`src/rtl/sramc_pkg.sv`:
```
`timescale 1ns/1ps
package sramc_pkg;

  typedef enum logic [2:0] {
    ST_IDLE     = 3'd0,
    ST_RD_ACC   = 3'd1,
    ST_RD_REL   = 3'd2,
    ST_WR_SU    = 3'd3,
    ST_WR_PULSE = 3'd4,
    ST_WR_HOLD  = 3'd5,
    ST_WR_REC   = 3'd6
  } sramc_state_e;

  typedef struct packed {
    logic ce_n;
    logic oe_n;
    logic we_n;
    logic drive;
  } sramc_strobe_t;

  // ceiling of ns / clk_ns, never below one cycle
  function automatic int unsigned ns_to_cyc(input int unsigned ns, input int unsigned clk_ns);
    int unsigned c;
    c = (ns + clk_ns - 1) / clk_ns;
    return (c == 0) ? 1 : c;
  endfunction

  function automatic int unsigned max2(input int unsigned a, input int unsigned b);
    return (a > b) ? a : b;
  endfunction

  // strobe levels belonging to each phase
  function automatic sramc_strobe_t strobe_of(input sramc_state_e s);
    sramc_strobe_t r;
    r = '{ce_n: 1'b1, oe_n: 1'b1, we_n: 1'b1, drive: 1'b0};
    case (s)
      ST_RD_ACC:   begin r.ce_n = 1'b0; r.oe_n = 1'b0; end
      ST_WR_SU:    begin r.ce_n = 1'b0; r.drive = 1'b1; end
      ST_WR_PULSE: begin r.ce_n = 1'b0; r.we_n = 1'b0; r.drive = 1'b1; end
      ST_WR_HOLD:  begin r.ce_n = 1'b0; r.drive = 1'b1; end
      default:     ;
    endcase
    return r;
  endfunction

endpackage

```
`src/rtl/sramc_timer.sv`:
```
`timescale 1ns/1ps
module sramc_timer #(
  parameter int CNT_W = 4
) (
  input  logic             clk,
  input  logic             rst_n,
  input  logic             load,
  input  logic [CNT_W-1:0] load_val,
  output logic             expire
);

  logic [CNT_W-1:0] cnt_q;

  always_ff @(posedge clk or negedge rst_n) begin
    if (!rst_n)              cnt_q <= '0;
    else if (load)           cnt_q <= load_val;
    else if (cnt_q != '0)    cnt_q <= cnt_q - 1'b1;
  end

  assign expire = (cnt_q == '0);

endmodule

```
`src/rtl/sramc_fsm.sv`:
```
`timescale 1ns/1ps
module sramc_fsm
  import sramc_pkg::*;
#(
  parameter int CNT_W   = 4,
  parameter int RD_LEN  = 10,
  parameter int REL_LEN = 4,
  parameter int SU_LEN  = 1,
  parameter int WP_LEN  = 8,
  parameter int DH_LEN  = 1,
  parameter int REC_LEN = 1
) (
  input  logic             clk,
  input  logic             rst_n,
  input  logic             req,
  input  logic             we,
  input  logic             expire,
  output logic             load,
  output logic [CNT_W-1:0] load_val,
  output logic             accept,
  output logic             capture,
  output logic             done,
  output logic             ce_n,
  output logic             oe_n,
  output logic             we_n,
  output logic             drive
);

  sramc_state_e  state_q, state_d;
  sramc_strobe_t strb_d;
  logic          finish;

  // phase length minus one, as loaded into the down-counter
  function automatic logic [CNT_W-1:0] len_of(input sramc_state_e s);
    int unsigned n;
    case (s)
      ST_RD_ACC:   n = RD_LEN;
      ST_RD_REL:   n = REL_LEN;
      ST_WR_SU:    n = SU_LEN;
      ST_WR_PULSE: n = WP_LEN;
      ST_WR_HOLD:  n = DH_LEN;
      ST_WR_REC:   n = REC_LEN;
      default:     n = 1;
    endcase
    return CNT_W'(n - 1);
  endfunction

  assign accept  = (state_q == ST_IDLE) && req;
  assign capture = (state_q == ST_RD_ACC) && expire;
  assign finish  = expire && ((state_q == ST_RD_REL) || (state_q == ST_WR_REC));

  always_comb begin
    state_d = state_q;
    case (state_q)
      ST_IDLE:     if (req) state_d = we ? ST_WR_SU : ST_RD_ACC;
      ST_RD_ACC:   if (expire) state_d = ST_RD_REL;
      ST_RD_REL:   if (expire) state_d = ST_IDLE;
      ST_WR_SU:    if (expire) state_d = ST_WR_PULSE;
      ST_WR_PULSE: if (expire) state_d = ST_WR_HOLD;
      ST_WR_HOLD:  if (expire) state_d = ST_WR_REC;
      ST_WR_REC:   if (expire) state_d = ST_IDLE;
      default:     state_d = ST_IDLE;
    endcase
  end

  assign load     = accept || (expire && (state_q != ST_IDLE));
  assign load_val = len_of(state_d);
  assign strb_d   = strobe_of(state_d);

  always_ff @(posedge clk or negedge rst_n) begin
    if (!rst_n) begin
      state_q <= ST_IDLE;
      done    <= 1'b0;
      ce_n    <= 1'b1;
      oe_n    <= 1'b1;
      we_n    <= 1'b1;
      drive   <= 1'b0;
    end else begin
      state_q <= state_d;
      done    <= finish;
      ce_n    <= strb_d.ce_n;
      oe_n    <= strb_d.oe_n;
      we_n    <= strb_d.we_n;
      drive   <= strb_d.drive;
    end
  end

endmodule

```
`src/rtl/sramc_dpath.sv`:
```
`timescale 1ns/1ps
module sramc_dpath #(
  parameter int ADDR_W = 11,
  parameter int DATA_W = 8
) (
  input  logic              clk,
  input  logic              rst_n,
  input  logic              accept,
  input  logic              capture,
  input  logic [ADDR_W-1:0] addr,
  input  logic [DATA_W-1:0] wdata,
  input  logic [DATA_W-1:0] dq_in,
  output logic [ADDR_W-1:0] mem_a,
  output logic [DATA_W-1:0] dq_out,
  output logic [DATA_W-1:0] rdata
);

  always_ff @(posedge clk or negedge rst_n) begin
    if (!rst_n) begin
      mem_a  <= '0;
      dq_out <= '0;
    end else if (accept) begin
      mem_a  <= addr;
      dq_out <= wdata;
    end
  end

  always_ff @(posedge clk or negedge rst_n) begin
    if (!rst_n)       rdata <= '0;
    else if (capture) rdata <= dq_in;
  end

endmodule

```
`src/rtl/sram_cyc_ctrl.sv`:
```
`timescale 1ns/1ps
module sram_cyc_ctrl
  import sramc_pkg::*;
#(
  parameter int ADDR_W     = 11,
  parameter int DATA_W     = 8,
  parameter int CLK_NS     = 10,
  parameter int T_ACC_NS   = 100,
  parameter int T_CO_NS    = 100,
  parameter int T_OE_NS    = 50,
  parameter int T_OD_NS    = 35,
  parameter int T_AW_NS    = 0,
  parameter int T_WP_NS    = 75,
  parameter int T_DS_NS    = 40,
  parameter int T_WR_NS    = 10,
  parameter int T_DH_CYC   = 1
) (
  input  logic              clk,
  input  logic              rst_n,
  input  logic              req,
  input  logic              we,
  input  logic [ADDR_W-1:0] addr,
  input  logic [DATA_W-1:0] wdata,
  output logic [DATA_W-1:0] rdata,
  output logic              done,
  output logic              sram_ce_n,
  output logic              sram_oe_n,
  output logic              sram_we_n,
  output logic [ADDR_W-1:0] sram_a,
  output logic [DATA_W-1:0] sram_dq_o,
  input  logic [DATA_W-1:0] sram_dq_i,
  output logic              sram_dq_oe
);

  localparam int RD_CYC  = max2(ns_to_cyc(T_ACC_NS, CLK_NS),
                                max2(ns_to_cyc(T_CO_NS, CLK_NS), ns_to_cyc(T_OE_NS, CLK_NS)));
  localparam int REL_CYC = ns_to_cyc(T_OD_NS, CLK_NS);
  localparam int SU_CYC  = ns_to_cyc(T_AW_NS, CLK_NS);
  localparam int WP_CYC  = max2(ns_to_cyc(T_WP_NS, CLK_NS), ns_to_cyc(T_DS_NS, CLK_NS));
  localparam int DH_CYC  = max2(T_DH_CYC, 1);
  localparam int REC_CYC = ns_to_cyc(T_WR_NS, CLK_NS);
  localparam int LEN_MAX = max2(max2(RD_CYC, REL_CYC), max2(max2(SU_CYC, WP_CYC), max2(DH_CYC, REC_CYC)));
  localparam int CNT_W   = $clog2(LEN_MAX) + 1;

  // named internal events for the checker
  logic             evt_accept;
  logic             evt_capture;
  logic             evt_expire;
  logic             tmr_load;
  logic [CNT_W-1:0] tmr_val;
  logic [7:0]       wp_cycles_w;

  assign wp_cycles_w = 8'(WP_CYC);

  sramc_timer #(.CNT_W(CNT_W)) u_timer (
    .clk      (clk),
    .rst_n    (rst_n),
    .load     (tmr_load),
    .load_val (tmr_val),
    .expire   (evt_expire)
  );

  sramc_fsm #(
    .CNT_W   (CNT_W),
    .RD_LEN  (RD_CYC),
    .REL_LEN (REL_CYC),
    .SU_LEN  (SU_CYC),
    .WP_LEN  (WP_CYC),
    .DH_LEN  (DH_CYC),
    .REC_LEN (REC_CYC)
  ) u_fsm (
    .clk      (clk),
    .rst_n    (rst_n),
    .req      (req),
    .we       (we),
    .expire   (evt_expire),
    .load     (tmr_load),
    .load_val (tmr_val),
    .accept   (evt_accept),
    .capture  (evt_capture),
    .done     (done),
    .ce_n     (sram_ce_n),
    .oe_n     (sram_oe_n),
    .we_n     (sram_we_n),
    .drive    (sram_dq_oe)
  );

  sramc_dpath #(.ADDR_W(ADDR_W), .DATA_W(DATA_W)) u_dpath (
    .clk     (clk),
    .rst_n   (rst_n),
    .accept  (evt_accept),
    .capture (evt_capture),
    .addr    (addr),
    .wdata   (wdata),
    .dq_in   (sram_dq_i),
    .mem_a   (sram_a),
    .dq_out  (sram_dq_o),
    .rdata   (rdata)
  );

endmodule

```
`config.mk`:
```
export PLATFORM = sky130hd
export DESIGN_NAME = sram_cyc_ctrl
export DESIGN_NICKNAME = d
export VERILOG_FILES = /design/src/rtl/sramc_pkg.sv /design/src/rtl/sramc_timer.sv /design/src/rtl/sramc_fsm.sv /design/src/rtl/sramc_dpath.sv /design/src/rtl/sram_cyc_ctrl.sv
export SDC_FILE = /design/constraint.sdc
export NUM_CORES = 1
export LEC_CHECK = 0
export ABC_CLOCK_PERIOD_IN_PS = 2800
export BUFFER_PORTS_ARGS = -buffer_cell sky130_fd_sc_hd__buf_4
export CAP_MARGIN = 20
export CORE_ASPECT_RATIO = 0.6
export CORE_MARGIN = 5
export CORE_UTILIZATION = 49
export DETAILED_ROUTE_END_ITERATION = 12
export GPL_TIMING_DRIVEN = 0
export PLACE_DENSITY = 0.78
export SETUP_SLACK_MARGIN = 0.3
export SLEW_MARGIN = 25
export SYNTH_ARGS = -nofsm -noshare
export SYNTH_HDL_FRONTEND = slang
export SYNTH_SLANG_ARGS = --single-unit
```
`constraint.sdc`:
```
create_clock -name clk -period 2.8 [get_ports clk]
set_input_delay 0.56 -clock clk [delete_from_list [all_inputs] [get_ports clk]]
set_output_delay 0.56 -clock clk [all_outputs]
set_load 0.02 [all_outputs]
```
## Word-level counts from Yosys, hierarchy flattened

Index checks and enable logic that the tools add are counted.
W data, S select, Z words.

- Eq/ne operators: 11
- Mux-type cells: 15
- Add/sub/neg operators: 2
- Reductions and logical operators: 14

Operators with widths:

| cell | number |
|---|---|
| $mux W3 | 6 |
| $pmux W3 S6 | 1 |
| $eq A3 B3 Y1 const B | 5 |
| $eq A3 B2 Y1 const B | 4 |
| $pmux W4 S3 | 1 |
| $mux W5 | 2 |
| $eq A3 B1 Y1 const B | 2 |
| $logic_not A5 Y1 | 1 |
| $reduce_bool A5 Y1 | 1 |
| $sub A4 B1 Y5 const B | 1 |
| $sub A5 B1 Y5 const B | 1 |
| $logic_and A1 B1 Y1 | 4 |
| $mux W1 | 4 |
| $reduce_or A4 Y1 | 1 |
| $logic_not A3 Y1 | 1 |
| $reduce_bool A3 Y1 | 1 |
| $reduce_or A3 Y1 | 1 |
| $logic_or A1 B1 Y1 | 2 |
| $mux W2 | 1 |
| $reduce_bool A2 Y1 | 1 |
| $reduce_or A2 Y1 | 1 |

- Output and inout port bits: 32
- Logic and storage cells: 52
- Input port bits: 31
- Flip-flop bits (word level): 40

## Depth between registers and ports, before layout

Gate-level depths: netlist (run 1).

- Depth after elaboration: 7
- Gate-level depth with buffers: 8
- Depth with buffers taken out: 7

## Modules after synthesis

Synthesis (run 1) repeated with hierarchy kept, for this count alone.

- Cells, all modules: 139
- Area, all modules: 1835.5 µm²

Modules (own cells, without submodules):

| module | seq. area each (µm²) | times used | cells each | area each (µm²) |
|---|---|---|---|---|
| sramc_dpath | 675.6 | 1 | 57 | 1053.5 |
| sramc_fsm | 203.9 | 1 | 55 | 503.0 |
| sramc_timer | 125.1 | 1 | 27 | 279.0 |

## Least setup slack after synthesis (run 1)

OpenSTA, ideal clock, no wires.

- Path kind: input -> register
- Start point: in req
- End point: reg u_timer.cnt_q[4]
- Slack: 640 ps
- Arrival time: 2073 ps
- Buffers on the path: 1
- Cell stages on the path: 7
- Setup time: 87 ps
- Required time: 2713 ps
- Cells stage by stage: or4b_1 -> clkbuf_1 -> a22oi_1 -> ha_1 -> o21ai_1 -> or3_1 -> o211ai_1

- Longest elaborated chain between the ends: 6
- Elaborated cells between the ends (all ways): 11
- Those cells by class: 1 x add/sub; 3 x eq/ne; 4 x mux; 3 x reduce/logical

Ends and longest elaborated chain:

| item | RTL line | source |
|---|---|---|
| start: declaration | sram_cyc_ctrl.sv:20 | `input logic req,` |
| $mux W3 | sramc_fsm.sv:55 | `ST_IDLE: if (req) state_d = we ? ST_WR_SU : ST_RD_ACC;` |
| $pmux W3 S6 | sramc_fsm.sv:54 | `case (state_q)` |
| $eq A3 B3 Y1 (tied with other cells) | sramc_fsm.sv:36 | `case (s)` |
| $pmux W4 S3 | sramc_fsm.sv:36 |  |
| $sub A4 B1 Y5 | sramc_fsm.sv:45 | `return CNT_W'(n - 1);` |
| $mux W5 | sramc_timer.sv:16 | `else if (load) cnt_q <= load_val;` |
| end signal: assignment | sramc_timer.sv:16 |  |
| end signal: assignment | sramc_timer.sv:17 | `else if (cnt_q != '0) cnt_q <= cnt_q - 1'b1;` |
| end: declaration | sramc_timer.sv:12 | `logic [CNT_W-1:0] cnt_q;` |

Parallel ways exist; a longest one is shown, timed or not.
A chain may end at the register's enable or synchronous reset.

## Worst setup path after layout (run 1)

- Start point: reg u_fsm.state_q[1]
- End point: reg u_timer.cnt_q[4]

- Longest elaborated chain between the ends: 7
- Elaborated cells between the ends (all ways): 26
- Those cells by class: 1 x add/sub; 9 x eq/ne; 9 x mux; 7 x reduce/logical

Ends and longest elaborated chain:

| item | RTL line | source |
|---|---|---|
| start: declaration | sramc_fsm.sv:29 | `sramc_state_e state_q, state_d;` |
| start signal: assignment | sramc_fsm.sv:79 | `state_q <= state_d;` |
| $eq A3 B3 Y1 / $eq A3 B2 Y1 (equally long branches) | sramc_fsm.sv:54 |  |
| $reduce_or A2 Y1 (no line) | -- |  |
| $pmux W3 S6 | sramc_fsm.sv:54 |  |
| $eq A3 B3 Y1 (tied with other cells) | sramc_fsm.sv:36 |  |
| $pmux W4 S3 | sramc_fsm.sv:36 |  |
| $sub A4 B1 Y5 | sramc_fsm.sv:45 |  |
| $mux W5 | sramc_timer.sv:16 |  |

Parallel ways exist; a longest one is shown, timed or not.

==> summary.txt, run 1 <==
Logic synthesis
  – Top-area cell type share of the netlist area: 49.66%
  – Syn Area/Cell: 9.812 µm²
  – Cell accounting for the most synthesized area: dfrtp_1
  – Post-synth EDFFs: 0
  – Syn Inst Count: 190
  – Synth top area cells: dfrtp_1 (50%), nand2_1 (13%), mux2_2 (4.8%)
  – Seq/Total Area, Yosys: 53.89%
  – Synth cell types: 46
  – Syn Std Cell Area: 0.001864 mm²
  – Synth warnings: 0
  – Top-count cell post-synth: nand2_1
  – Synth Flop Type: dfrtp_1
  – Number of synthesized register bits: 40
  – Post-synth net total: 222
  – FFs w/ async S/R, synth: 100.0%
  – Synth top cells by count: nand2_1 (64), dfrtp_1 (37), nor2_1 (11)

Placement
  – IO buf count: 62
  – Placer Congestion: 0.8651
  – Detail Placement HPWL: 3357 µm
  – Pre-CTS setup slack: 0.3169 ns

STA
  – Final WS setup: 0.4704 ns
  – Count of pins over their slew limit: 0
  – RSZ-0062 raised after global routing: false
  – Setup Total Neg Slack: 0 ns
  – Clk_skew: 0.004193 ns
  – Hold Vio Cnt, Final: 0
  – Slew @ Worst Pin: 0.9778 ns
  – # setup viols final: 0
  – Crit path time final: 2.330 ns
  – Worst slew margin: 33.90%
  – Max Clk Rate: 429.3 MHz
  – Final Cycle Share: 83.20%

Power
  – Worst ir drop on vdd: 0.0005562 V
  – PwrDens: 1041 mW/mm²
  – Cell leakage power: 1.221 nW

Global routing
  – Initial antenna violation count: 0
  – Largest net degree at the start of global routing: 41
  – First-pass GRT wire length: 7603 µm
  – Vias in the first global route: 1570
  – GRT Total Usage: 19.40%
  – Grt total ovfl: 0

Drt
  – DRT Wirelength: 4681 µm
  – DR pass1 iterations: 5
  – Via count: 1632
  – Final ANT Viol Nets: 0
  – 1st-iter DRT viols: 159
  – Wirelength per Cell: 15.25 µm
  – Vias per cell: 5.316
  – DR DRC count: 0

Critical path
  – Worst Path Arrival: 2.55 ns
  – Crit-path max cell delay: 0.60 ns
  – Crit path cell chain: or4b_1 -> buf_2 -> a22oi_1 -> ha_1 -> o21ai_1 -> or3_1 -> o211ai_1
  – Crit-path leading delay family: simple AND/OR/NAND/NOR gates
  – Setup CP Type: register to register
  – CP Capture Type: register
  – CP max stage cell: or4b_1
  – CP bufs+invs: 1
  – Worst Path Required: 3.02 ns
  – CP startpoint kind: register
  – CP Max Fanout: 10

Cells and area
  – Layout filler cell count: 298
  – Final nets: 291
  – Share of layout cells above drive strength 1: 38.46%
  – Area Overhead vs Synth: 34.97%
  – N_diodes: 0

Clock network
  – Worst-path clk slew: 0.08 ns
  – Max H-tree Level: 2
  – Postcts setup bufs: 0
  – Max Root-Sink Buffers: 2
  – CTS tree: built
  – Clock sinks: 40
  – TritonCTS Buffers: 5
  – Clock Tree Root: clkbuf_8
  – Clk Latency, worst-skew pair: 0.30 ns

Floorplan
  – DIE AREA: 0.005179 mm²
  – Floorplan row count: 17
  – Core ar.: 0.003659 mm²
  – Die X: 89.63 µm
  – IO Pins: 63
  – Die H: 57.78 µm
  – Initial core utilization: 50.96%

Run status
  – Run status: complete, no violations

Worst hold path
  – Min-delay worst type: primary input to async pin

Job
  – Max-cap viol count: 0
[kinds of logic (layout without fill, tap and decap cells)]
logic type / Yosys count / after routing / synth area share (%)
compound gates: 29 / 29 / 10.40
simple gates: 101 / 101 / 26.11
mux: 9 / 9 / 5.369
flops: 40 / 40 / 53.89
fa+ha+maj: 1 / 1 / 0.6710
buf+inv: 10 / 80 / 3.556
[cell type report]
class                   count  area (µm²)  share of cell area, %
flip-flops and latches     40        1005                  39.93
multi-input cells         140       793.3                  31.53
repair buffers             62       465.4                  18.50
clock buffers               7       96.34                  3.829
plain buffers               9       63.81                  2.536
well taps                  47       58.81                  2.337
clock inverters             1       30.03                  1.193
inverters                   1       3.754                 0.1492
[metal layers]
| metal | global-route usage (%) | routed length, µm | up-vias |
|---|---|---|---|
| met2 | 25.10 | 1894 | 81 |
| li1 | - | - | 787 |
| met4 | 7.643 | 69 | 0 |
| met3 | 9.375 | 582 | 8 |
| met5 | 0 | 0 | - |
| met1 | 27.51 | 2134 | 756 |
[worst paths after layout]
kind	start	to	slack, ns	cells after the start
setup / recovery	u_fsm.state_q[1]	u_timer.cnt_q[4]	0.47	7
hold / removal	rst_n	u_fsm.drive	0.22	1
setup reg to reg	u_fsm.state_q[1]	u_timer.cnt_q[4]	0.47	7
hold reg to reg	u_dpath.mem_a[9]	u_dpath.mem_a[9]	0.48	2
max in group asynchronous	rst_n	u_fsm.oe_n	2.22	1
min in group clk	wdata[3]	u_dpath.dq_out[3]	0.45	3
[per-stage QoR]
| step | std cells | total power [mW] | area (µm²) | util (%) | hold slack (ns) |
|---|---|---|---|---|---|
| final | 307 | 2.619 | 2516 | 68.78 | 0.2200 |
| after global routing | 307 | 2.797 | 2516 | 68.78 | 0.2671 |
| after CTS | 307 | 2.635 | 2515 | 68.74 | 0.2344 |
| after detailed placement | 299 | 2.103 | 2389 | 65.29 | 0.4641 |
| after global placement | 299 | 2.080 | 2389 | 65.29 | 0.4589 |
| after floorplan | 190 | 1.656 | 1864 | - | 0.2644 |
[timing repair]
| action | 4_1_cts | 5_1_grt |
|---|---|---|
| endpoints found under the setup margin | 0 | 1 |
| resized for setup | 0 | 3 |
| hold buffers | 0 | 0 |
[layout by cell type, fill, tap and decap left out, drive strengths merged]
cell type  count
a211o          1
a21o           1
a21oi          7
a22oi          1
a31oi          3
a32o           1
a32oi          1
and2           1
and2b          1
buf           68
bufinv         1
clkbuf        10
dfrtp         37
dfstp          3
ha             1
inv            1
mux2           8
mux2i          1
nand2         65
nand2b         1
nand3          2
nor2          12
nor3           2
nor3b          5
nor4           1
nor4b          1
o211ai         3
o21ai          8
o32a           2
o32ai          1
or2            2
or3            2
or3b           2
or4            2
or4b           1
or4bb          1
[flip-flops by register name (all words and copies together), names as in the netlist, 3 cells and up]
register	flops
u_timer.cnt_q	5
u_dpath.rdata	8
u_dpath.mem_a	11
u_fsm.state_q	3
u_dpath.dq_out	8
[where the power goes]
group	switching [mW]	internal [mW]
Clock	0.205	0.314
Combinational	0.630	0.503
Sequential	0.168	0.798
[worst register-to-register path, stage by stage (launching register included)]
cell and delay [ns]:
dfrtp_1 0.48, or4b_1 0.61, buf_2 0.23, a22oi_1 0.15
ha_1 0.21, o21ai_1 0.12, or3_1 0.36, o211ai_1 0.08
(Power assumes the default switching activity.)
==> run 2, diff against run 1 <==
--- a/config.mk
+++ b/config.mk
@@ -5,15 +5,16 @@
 export SDC_FILE = /design/constraint.sdc
 export NUM_CORES = 1
 export LEC_CHECK = 0
-export ABC_CLOCK_PERIOD_IN_PS = 2800
+export ABC_AREA = 1
+export ABC_CLOCK_PERIOD_IN_PS = 1980
 export BUFFER_PORTS_ARGS = -buffer_cell sky130_fd_sc_hd__buf_4
 export CAP_MARGIN = 20
 export CORE_ASPECT_RATIO = 0.6
 export CORE_MARGIN = 5
-export CORE_UTILIZATION = 49
+export CORE_UTILIZATION = 44
 export DETAILED_ROUTE_END_ITERATION = 12
 export GPL_TIMING_DRIVEN = 0
-export PLACE_DENSITY = 0.78
+export PLACE_DENSITY = 0.75
 export SETUP_SLACK_MARGIN = 0.3
 export SLEW_MARGIN = 25
 export SYNTH_ARGS = -nofsm -noshare
==> constraint.sdc (replaced) <==
create_clock -name clk -period 1.98 [get_ports clk]
set_input_delay 0.396 -clock clk [delete_from_list [all_inputs] [get_ports clk]]
set_output_delay 0.396 -clock clk [all_outputs]
set_load 0.02 [all_outputs]
==> run 2 against run 1 <==
Net effect: clock power increased by 5.4%; combinational power increased to 2.8 times the previous value; the flow now finishes with violations (setup timing); clock skew increased by 0.00059 ns; global-route usage decreased by 3.8 points; maximum frequency increased by 16%; synthesized cell count decreased by 21%.
==> summary.txt, run 2 <==
Run status
  – Run status: finished with violations
  – Failing checks: setup timing

Drt
  – Final ANT Viol Nets: 0 (unchanged)
  – Wirelength per Cell: 14.62 µm (-4.1%)
  – Via count: 1377 (-16%)
  – DR pass1 iterations: 4 (-1)
  – DRT Wirelength: 4182 µm (-11%)
  – 1st-iter DRT viols: 46 (-71%)
  – Vias per cell: 4.815 (-9.4%)
  – DR DRC count: 0 (unchanged)

Global routing
  – Grt total ovfl: 0 (unchanged)
  – Vias in the first global route: 1418 (-9.7%)
  – Largest net degree at the start of global routing: 41 (unchanged)
  – First-pass GRT wire length: 6672 µm (-12%)
  – GRT Max-Usage Layer: met2
  – GR Util met2: 22.27% (-2.8 points)
  – Initial antenna violation count: 0 (unchanged)
  – GRT Total Usage: 15.63% (-3.8 points)
  – Met1 global-route usage: 21.38% (-6.1 points)
  – GR Util met3: 7.487% (-1.9 points)

Critical path
  – Setup CP Type: register to register
  – Crit path top cell by count: nand2_4
  – Worst Path Arrival: 2.16 ns (-0.39 ns)
  – Worst Path Required: 2.13 ns (-0.89 ns)
  – CP Max Fanout: 5 (-5)
  – CP max stage cell: dfrtp_1
  – Crit-path leading delay family: simple AND/OR/NAND/NOR gates
  – Crit-path max cell delay: 0.41 ns (-0.19 ns)
  – CP bufs+invs: 2 (+1)
  – Crit path cell chain: nor2_4 -> nand3_4 -> nor2_4 -> nor2_2 -> nand2_4 -> nand3_4 -> nand2_4 -> nand2_4 -> nand2_4 -> ha_4 -> inv_2 -> nor2_4 -> inv_2 -> o21bai_1 -> a21oi_1
  – CP Capture Type: register
  – Flop-to-flop setup slack: -0.02 ns (-0.49 ns)
  – CP startpoint kind: register

STA
  – Hold Slack: 0.06555 ns (-0.1545 ns)
  – Count of pins over their slew limit: 0 (unchanged)
  – Crit path time final: 2.004 ns (-0.3259 ns)
  – Final Cycle Share: 101.2% (+18 points)
  – Clk_skew: 0.004787 ns (+0.0005944 ns)
  – RSZ-0062 raised after global routing: true
  – Hold Vio Cnt, Final: 0 (unchanged)
  – # setup viols final: 1 (+1)
  – Slew @ Worst Pin: 0.5003 ns (-0.4775 ns)
  – Final WS setup: -0.02373 ns (-0.4941 ns)
  – Setup Total Neg Slack: -0.02373 ns (-0.02373 ns)
  – Max Clk Rate: 499.1 MHz (+16%)
  – Worst slew margin: 66.65% (+33 points)

Logic synthesis
  – Number of synthesized register bits: 40 (unchanged)
  – Post-synth net total: 183 (-18%)
  – Synth warnings: 0 (unchanged)
  – Syn Area/Cell: 11.94 µm² (+22%)
  – Seq/Total Area, Yosys: 55.73% (+1.8 points)
  – Top-area cell type share of the netlist area: 51.35% (+1.7 points)
  – Synth top cells by count: dfrtp_1 (37), mux2_2 (27), nand2_1 (19)
  – Synth top area cells: dfrtp_1 (51%), mux2_2 (17%), dfstp_2 (4.4%)
  – Syn Inst Count: 151 (-21%)
  – Post-synth EDFFs: 0 (unchanged)
  – Top-count cell post-synth: dfrtp_1
  – Cell accounting for the most synthesized area: dfrtp_1
  – Synth Flop Type: dfrtp_1
  – FFs w/ async S/R, synth: 100.0% (unchanged)
  – Syn Std Cell Area: 0.001803 mm² (-3.3%)
  – Synth cell types: 23 (-50%)

Cells and area
  – Max reg flops: 11 (unchanged)
  – Share of layout cells above drive strength 1: 68.22% (+30 points)
  – Area Overhead vs Synth: 47.88%
  – N_diodes: 0 (unchanged)
  – Final nets: 267 (-8.2%)
  – Commonest non-fill, non-tap cells in the layout: buf_4 (75), dfrtp_1 (35), mux2_2 (27)
  – Most flops, register: u_dpath.mem_a
  – Leading cell type in the layout, fill and taps excluded: buf_4
  – Non-filler cells, final: 286 (-6.8%)
  – Post-route cell area: 0.002666 mm² (+6.0%)
  – Layout Utilization: 66.14% (-2.6 points)
  – Largest registers: u_dpath.mem_a x11, u_dpath.dq_out x8, u_dpath.rdata x8

Clock network
  – CTS tree: built
  – Worst-path clk slew: 0.07 ns (about the same)
  – CTS Hold Buffers Added: 0 (unchanged)
  – Clk Latency, worst-skew pair: 0.29 ns (about the same)
  – TritonCTS Buffers: 5 (unchanged)
  – Max Root-Sink Buffers: 2 (unchanged)
  – Clock Tree Root: clkbuf_8
  – Max H-tree Level: 2 (unchanged)
  – Clock sinks: 40 (unchanged)

Placement
  – IO buf count: 62 (unchanged)
  – Placer Congestion: 0.8565 (-0.99%)
  – Dpl cells: 263 (-12%)
  – Pre-CTS setup slack: -0.1085 ns (-0.4255 ns)
  – Area after DPL: 0.002375 mm² (-0.58%)
  – Detail Placement HPWL: 2987 µm (-11%)

Floorplan
  – Die H: 59.59 µm (+3.1%)
  – Initial core utilization: 44.72% (-6.2 points)
  – DIE AREA: 0.005520 mm² (+6.6%)
  – Floorplan row count: 18 (+1)
  – Core ar.: 0.004031 mm² (+10%)
  – IO Pins: 63 (unchanged)
  – Die X: 92.64 µm (+3.4%)

Power
  – Seq pwr share: 29.3% (-7.6 points)
  – Combinational Power Share: 60.1% (+17 points)
  – Cell leakage power: 1.284 nW (+5.2%)
  – PwrDens: 1942 mW/mm² (+87%)
  – Switching share of power: 42.28% (+4.0 points)
  – Worst ir drop on vdd: 0.001003 V (+80%)
  – P_sw: 2.189 mW (+120%)
  – Clock share of power: 10.6% (-9.3 points)
  – Pint: 2.989 mW (+85%)
  – Total power: 5.178 mW (+98%)

Job
  – Max-cap viol count: 0 (unchanged)

Worst hold path
  – Min-delay worst type: primary input to async pin
run 2: changes by cell type after synthesis, sizes merged, moves of 5 or more:
cell	before	now
nand2	65	25
mux2	8	27
inv	1	16
nand3	2	9
nor3b	5	0
run 2: cell families after synthesis:
logic type      share of synthesized area (%)
compound gates                          3.886
simple gates                            18.81
buf+inv                                 4.024
mux                                     16.86
fa+ha+maj                              0.6939
flops                                   55.73
run 2: path summary, 6_finish.rpt:
kind	depth (start not counted)	startpoint	to
max in group asynchronous	1	rst_n	u_fsm.state_q[0]
max	15	u_timer.cnt_q[3]	u_timer.cnt_q[4]
max reg2reg	15	u_timer.cnt_q[3]	u_timer.cnt_q[4]
min in group clk	2	addr[0]	u_dpath.mem_a[0]
min reg2reg	1	u_dpath.rdata[1]	u_dpath.rdata[1]
min	1	rst_n	u_fsm.done
run 2: power groups by stage:
stage | Sequential (mW) | Combinational (mW) | Clock (mW)
after detailed placement | 1.51 | 2.63 | 0
final | 1.52 | 3.11 | 0.548
after floorplan | 1.89 | 1.38 | 0
after global placement | 1.49 | 2.57 | 0
after global routing | 1.57 | 3.33 | 0.603
after CTS | 1.51 | 2.94 | 0.565
run 2: cell type report:
| class | count | area [µm²] |
|---|---|---|
| fill | 326 | 1365 |
| sequential | 40 | 1007 |
| multi-input combinational | 93 | 842.1 |
| timing repair buffer | 77 | 589.3 |
| clock buffer | 8 | 90.09 |
| inverter | 16 | 62.56 |
| tap | 50 | 62.56 |
| buffer | 2 | 12.51 |
run 2: worst reg2reg max path, cell delays in order (launching register included):
cell and delay [ns]:
dfrtp_1 0.41, nor2_4 0.18, nand3_4 0.17, nor2_4 0.15, nor2_2 0.06, nand2_4 0.09
nand3_4 0.10, nand2_4 0.10, nand2_4 0.06, nand2_4 0.06, ha_4 0.13, inv_2 0.04
nor2_4 0.09, inv_2 0.04, o21bai_1 0.11, a21oi_1 0.08
run 2: repair_timing:
item | CTS | global route
pin swaps | 13 | 9
buffers inserted | 9 | 6
resized for setup | 16 | 9
endpoints found under the hold margin | 0 | 0
endpoints found under the setup margin | 14 | 23
run 2: metal layers:
metal	share of wire, %	vias up
met5	0	-
met4	0.79	0
met3	10	5
met2	42	55
met1	46	651
li1	-	666
